File: src/rtl/ces_pkg.sv
package ces_pkg;
  localparam int unsigned CYCLE_CLKS_D = 32;
  localparam int unsigned SLOT_COUNT_D = 8;
  localparam int unsigned HI_DIV_D     = 4;
  localparam int unsigned LO_DIV_D     = 8;
  localparam int unsigned TAP_COUNT    = 4;

  typedef enum logic [1:0] {
    TAP_CPU_PH1 = 2'd0,
    TAP_CPU_PH2 = 2'd1,
    TAP_VID_A   = 2'd2,
    TAP_VID_B   = 2'd3
  } tap_e;

  // Position of each phase tap inside one system cycle.
  function automatic int unsigned tap_offset(input int unsigned idx,
                                             input int unsigned cycle);
    case (idx)
      0:       return 0;
      1:       return cycle / 2;
      2:       return cycle / 4;
      default: return (3 * cycle) / 4;
    endcase
  endfunction
endpackage

File: src/rtl/ces_cycle_counter.sv
module ces_cycle_counter #(
  parameter int unsigned CYCLE_CLKS = 32,
  parameter int unsigned POS_W      = 5
) (
  input  logic             clk,
  input  logic             rst,
  output logic             live_o,
  output logic [POS_W-1:0] pos_o
);
  localparam logic [POS_W-1:0] LAST = POS_W'(CYCLE_CLKS - 1);

  logic             live_q;
  logic [POS_W-1:0] pos_q;

  // Position holds at 0 for the first live cycle, then advances.
  always_ff @(posedge clk) begin
    if (rst) begin
      live_q <= 1'b0;
      pos_q  <= '0;
    end else begin
      live_q <= 1'b1;
      if (live_q) begin
        if (pos_q == LAST) pos_q <= '0;
        else               pos_q <= pos_q + POS_W'(1);
      end
    end
  end

  assign live_o = live_q;
  assign pos_o  = pos_q;
endmodule

File: src/rtl/ces_tap_decoder.sv
module ces_tap_decoder
  import ces_pkg::*;
#(
  parameter int unsigned CYCLE_CLKS = 32,
  parameter int unsigned POS_W      = 5,
  parameter int unsigned NTAPS      = 4
) (
  input  logic             live_i,
  input  logic [POS_W-1:0] pos_i,
  output logic [NTAPS-1:0] taps_o
);
  for (genvar g = 0; g < NTAPS; g++) begin : g_tap
    localparam logic [POS_W-1:0] OFF = POS_W'(tap_offset(g, CYCLE_CLKS));
    assign taps_o[g] = live_i && (pos_i == OFF);
  end
endmodule

File: src/rtl/ces_slot_strobe.sv
module ces_slot_strobe #(
  parameter int unsigned SLOT_CLKS = 4,
  parameter int unsigned POS_W     = 5,
  parameter int unsigned SLOT_W    = 3
) (
  input  logic              live_i,
  input  logic [POS_W-1:0]  pos_i,
  output logic              slot_en_o,
  output logic [SLOT_W-1:0] slot_idx_o
);
  localparam int unsigned SH = $clog2(SLOT_CLKS);

  if (SH == 0) begin : g_unit_slot
    assign slot_en_o  = live_i;
    assign slot_idx_o = SLOT_W'(pos_i);
  end else begin : g_multi_slot
    assign slot_en_o  = live_i && (pos_i[SH-1:0] == '0);
    assign slot_idx_o = SLOT_W'(pos_i[POS_W-1:SH]);
  end
endmodule

File: src/rtl/ces_pixel_gate.sv
module ces_pixel_gate #(
  parameter int unsigned POS_W  = 5,
  parameter int unsigned HI_DIV = 4,
  parameter int unsigned LO_DIV = 8
) (
  input  logic             live_i,
  input  logic             hires_i,
  input  logic [POS_W-1:0] pos_i,
  output logic             pix_en_o
);
  localparam logic [POS_W-1:0] HI_MASK = POS_W'(HI_DIV - 1);
  localparam logic [POS_W-1:0] LO_MASK = POS_W'(LO_DIV - 1);

  logic hi_hit, lo_hit;
  assign hi_hit   = (pos_i & HI_MASK) == '0;
  assign lo_hit   = (pos_i & LO_MASK) == '0;
  assign pix_en_o = live_i && (hires_i ? hi_hit : lo_hit);
endmodule

File: src/rtl/clk_en_slot_gen.sv
module clk_en_slot_gen
  import ces_pkg::*;
#(
  parameter  int unsigned CYCLE_CLKS = CYCLE_CLKS_D,
  parameter  int unsigned SLOT_COUNT = SLOT_COUNT_D,
  parameter  int unsigned HI_DIV     = HI_DIV_D,
  parameter  int unsigned LO_DIV     = LO_DIV_D,
  localparam int unsigned POS_W      = $clog2(CYCLE_CLKS),
  localparam int unsigned SLOT_W     = (SLOT_COUNT > 1) ? $clog2(SLOT_COUNT) : 1
) (
  input  logic              clk,
  input  logic              rst,
  input  logic              hires,
  output logic              cpu_ph1_en,
  output logic              cpu_ph2_en,
  output logic              vid_a_en,
  output logic              vid_b_en,
  output logic              slot_en,
  output logic [SLOT_W-1:0] slot_idx,
  output logic              pix_en,
  output logic [POS_W-1:0]  cycle_pos
);
  localparam int unsigned SLOT_CLKS = CYCLE_CLKS / SLOT_COUNT;

  logic                 live;
  logic [POS_W-1:0]     pos;
  logic [TAP_COUNT-1:0] taps;

  ces_cycle_counter #(.CYCLE_CLKS(CYCLE_CLKS), .POS_W(POS_W)) u_cnt (
    .clk(clk), .rst(rst), .live_o(live), .pos_o(pos)
  );

  ces_tap_decoder #(.CYCLE_CLKS(CYCLE_CLKS), .POS_W(POS_W), .NTAPS(TAP_COUNT)) u_taps (
    .live_i(live), .pos_i(pos), .taps_o(taps)
  );

  ces_slot_strobe #(.SLOT_CLKS(SLOT_CLKS), .POS_W(POS_W), .SLOT_W(SLOT_W)) u_slot (
    .live_i(live), .pos_i(pos), .slot_en_o(slot_en), .slot_idx_o(slot_idx)
  );

  ces_pixel_gate #(.POS_W(POS_W), .HI_DIV(HI_DIV), .LO_DIV(LO_DIV)) u_pix (
    .live_i(live), .hires_i(hires), .pos_i(pos), .pix_en_o(pix_en)
  );

  assign cpu_ph1_en = taps[TAP_CPU_PH1];
  assign cpu_ph2_en = taps[TAP_CPU_PH2];
  assign vid_a_en   = taps[TAP_VID_A];
  assign vid_b_en   = taps[TAP_VID_B];
  assign cycle_pos  = pos;
endmodule

File: config.mk
export PLATFORM = sky130hd
export DESIGN_NAME = clk_en_slot_gen
export DESIGN_NICKNAME = d
export VERILOG_FILES = /design/src/rtl/ces_pkg.sv /design/src/rtl/ces_cycle_counter.sv /design/src/rtl/ces_tap_decoder.sv /design/src/rtl/ces_slot_strobe.sv /design/src/rtl/ces_pixel_gate.sv /design/src/rtl/clk_en_slot_gen.sv
export SDC_FILE = /design/constraint.sdc
export NUM_CORES = 1
export LEC_CHECK = 0
export BUFFER_PORTS_ARGS = -buffer_cell sky130_fd_sc_hd__buf_2
export CAP_MARGIN = 10
export CORE_AREA = 3 3 40 42
export CTS_CLUSTER_SIZE = 12
export DETAILED_ROUTE_END_ITERATION = 16
export DIE_AREA = 0 0 43 45
export SLEW_MARGIN = 20
export SYNTH_ARGS = -nofsm -noshare
export SYNTH_HDL_FRONTEND = slang
export SYNTH_HIERARCHICAL = 1
export SYNTH_SLANG_ARGS = --single-unit
File: constraint.sdc
create_clock -name clk -period 2.3 [get_ports clk]
set_input_delay 0.23 -clock clk [delete_from_list [all_inputs] [get_ports clk]]
set_output_delay 0.23 -clock clk [all_outputs]
set_load 0.005 [all_outputs]
==> flow_summary.ini <==
[cts]
cts_buffer_depth = 2
clk_latency_ns = 0.24
cts_resized = 0
clockRootBuffer = clkbuf_4
htree_levels = 1
cts_tree = done
numCtsBuffers = 3
cts.clk_slew.worst_paths_ns = 0.04
cts_setup_buffers = 0
cts.sinks = 6
cts_hold_buf = 0

[cells_and_area]
multi_input_area_um2 = 220.2
nets = 62
drive_above_1_share = 0.4727
nFillCells = 144
ff_latch_area_um2 = 120.1
layout.cells.non_filler = 70
antenna_cells = 0
area_growth_pct = 26.69

[die]
core_mm2 = 0.001285
io_pins = 17
fp-row-count = 13
dieArea_mm2 = 0.001935
die_h_um = 45
initial_core_util = 0.2882
fp.dieW_um = 43

[worst_setup_path]
arrival_ns = 1.61
crit_start = u_cnt/live_o
critPathMaxStageDelay_ns = 0.55
r2r_cells = 5
crit_type = reg -> out
cp-end-kind = output pin
cp_max_fo = 9
r2r-end = u_cnt/pos_o[3]
critPathLaunchType = flop
crit_chain = or4b_4, nor3b_2, buf_2
timing.rr.start = u_cnt/pos_o[0]
cp_data_required_time_ns = 2.07
slowest_stage = or4b_4
reg2reg_slack_ns = 0.59
crit_path_end = vid_a_en

[timing]
final_hold_viol_count = 0
rsz0062_at_grt = false
fin_worst_skew_ns = 0.0004452
slew_headroom = 0.7909
tightest_slew_ns = 0.3132
slew_viol_final = 0
tns_ns = 0
setup_slack_ns = 0.4632
fin_crit_sh = 0.7986
setup_viol = 0
period_needed_ns = 1.837
max_freq_mhz = 544.4

[synth]
synth_edf_count = 0
synth_area_per_cell_um2 = 9.496
netlist_instances = 39
synth_flop_cell = dfxtp_1
synth_fp_nets = 44
synth_commonest_cells = dfxtp_1, nor2_1, a21oi_1, buf_4, nor3b_2
synth_area_leaders = dfxtp_1, nor3b_2, ha_1
synth_area_um2 = 370.4
yosysMostFrequentCell = dfxtp_1
yosys_warnings = 6
ys_seq_area_frac = 0.3243
synth_cell_types = 21
yosysTopAreaCell = dfxtp_1
synthArstFlopShare = 0
synthDominantCellAreaShare = 0.3243
ys_ff_latch = 6

[placement]
place_ws_ns = 0.5950
port_buffers = 16
dp_cells = 67
globalplace.congestion = 0.6709

[global_route]
grt_use_total = 0.09766
grt_pass1_wl_um = 1297
grt_pass1_vias = 281
grt_overflow = 0
antenna_found_initial = 0
grt_start_max_net_pins = 10

[drt]
drt-total-wl_um = 715
routedWlPerCell_um = 10.21
drt_iter0_markers = 7
firstDrtPassIters = 4
detail-route-antenna-nets = 0
drc = 0
routed-via-count = 342
vias_per_cell = 4.886

[pwr]
p_per_area_mw_per_mm2 = 517.3
peakVddDrop_mv = 0.2206
power.leakage_uw = 0.0002367

[job]
maxCapViolations = 0

[outcome]
status = complete, no violations

[worst_hold_path]
hold_class = in -> reg
-- critical path, delay by kind of cell, from the launching register on --
family / cells / cell delay (ns)
AND/OR/NAND/NOR: 2 / 0.75
flip-flops: 1 / 0.49
buffers and inverters: 1 / 0.13
-- worst min path at each step --
stage | start | end | depth (start not counted)
after floorplan | rst | u_cnt/live_o | 1
after global placement | rst | u_cnt/live_o | 2
after detailed placement | rst | u_cnt/live_o | 2
after CTS | rst | u_cnt/live_o | 2
after global routing | rst | u_cnt/live_o | 2
final | rst | u_cnt/live_o | 2
-- sequential cells by signal, summed over array words and instances (netlist names) --
signal and flops:
u_cnt/live_o 1, u_cnt/pos_o 5
-- area by class of cell --
class / count / share of cell area
multi-input combinational: 28 / 0.4693
inverter: 2 / 0.01600
sequential: 6 / 0.2560
tap: 15 / 0.04000
clock buffer: 3 / 0.04800
timing repair buffer: 16 / 0.1707
-- power breakdown --
group | switching (µW) | internal (µW) | leakage (µW) | total [µW]
Sequential | 8.96 | 108 | 0.0000491 | 117
Clock | 35.7 | 58.9 | 0.0000138 | 94.6
Combinational | 13.4 | 17.5 | 0.000174 | 30.9
Total | 58.0 | 185 | 0.000237 | 243
-- through the flow --
stage | util | total power [µW] | area [µm²] | hold WS, ns
after floorplan | - | 136.1 | 370.4 | 0.2865
after global placement | 0.3476 | 150.2 | 446.7 | 0.4516
after detailed placement | 0.3476 | 150.5 | 446.7 | 0.4584
after CTS | 0.3651 | 249.8 | 469.2 | 0.2022
after global routing | 0.3651 | 263.3 | 469.2 | 0.2196
final | 0.3651 | 242.7 | 469.2 | 0.2114
-- placed cells by master, fill, tap and decap left out, types with 2 or more instances in the layout --
| cell type | instances |
|---|---|
| a21oi_1 | 3 |
| buf_2 | 16 |
| clkbuf_4 | 3 |
| dfxtp_1 | 6 |
| ha_1 | 2 |
| mux2i_1 | 2 |
| nor2_1 | 5 |
| nor3b_2 | 3 |
| o21ai_0 | 2 |
-- cell families after synthesis --
kind of cell,share of synthesized area
DFF,0.3243
muxes,0.05406
adders and majority gates,0.06756
AOI/OAI and AO/OA,0.08446
buffers and inverters,0.08106
and+or+nand+nor,0.3885
-- metal layers --
metal,track usage,vias to the layer above,wire length [µm],part of all wire
li1,-,172,-,-
met1,0.1117,158,303,0.42
met2,0.1317,12,343,0.48
met3,0.07171,0,68,0.095
met4,0.05422,0,0,0
met5,0,-,0,0
No activity file was read; power rests on OpenSTA's default activity.
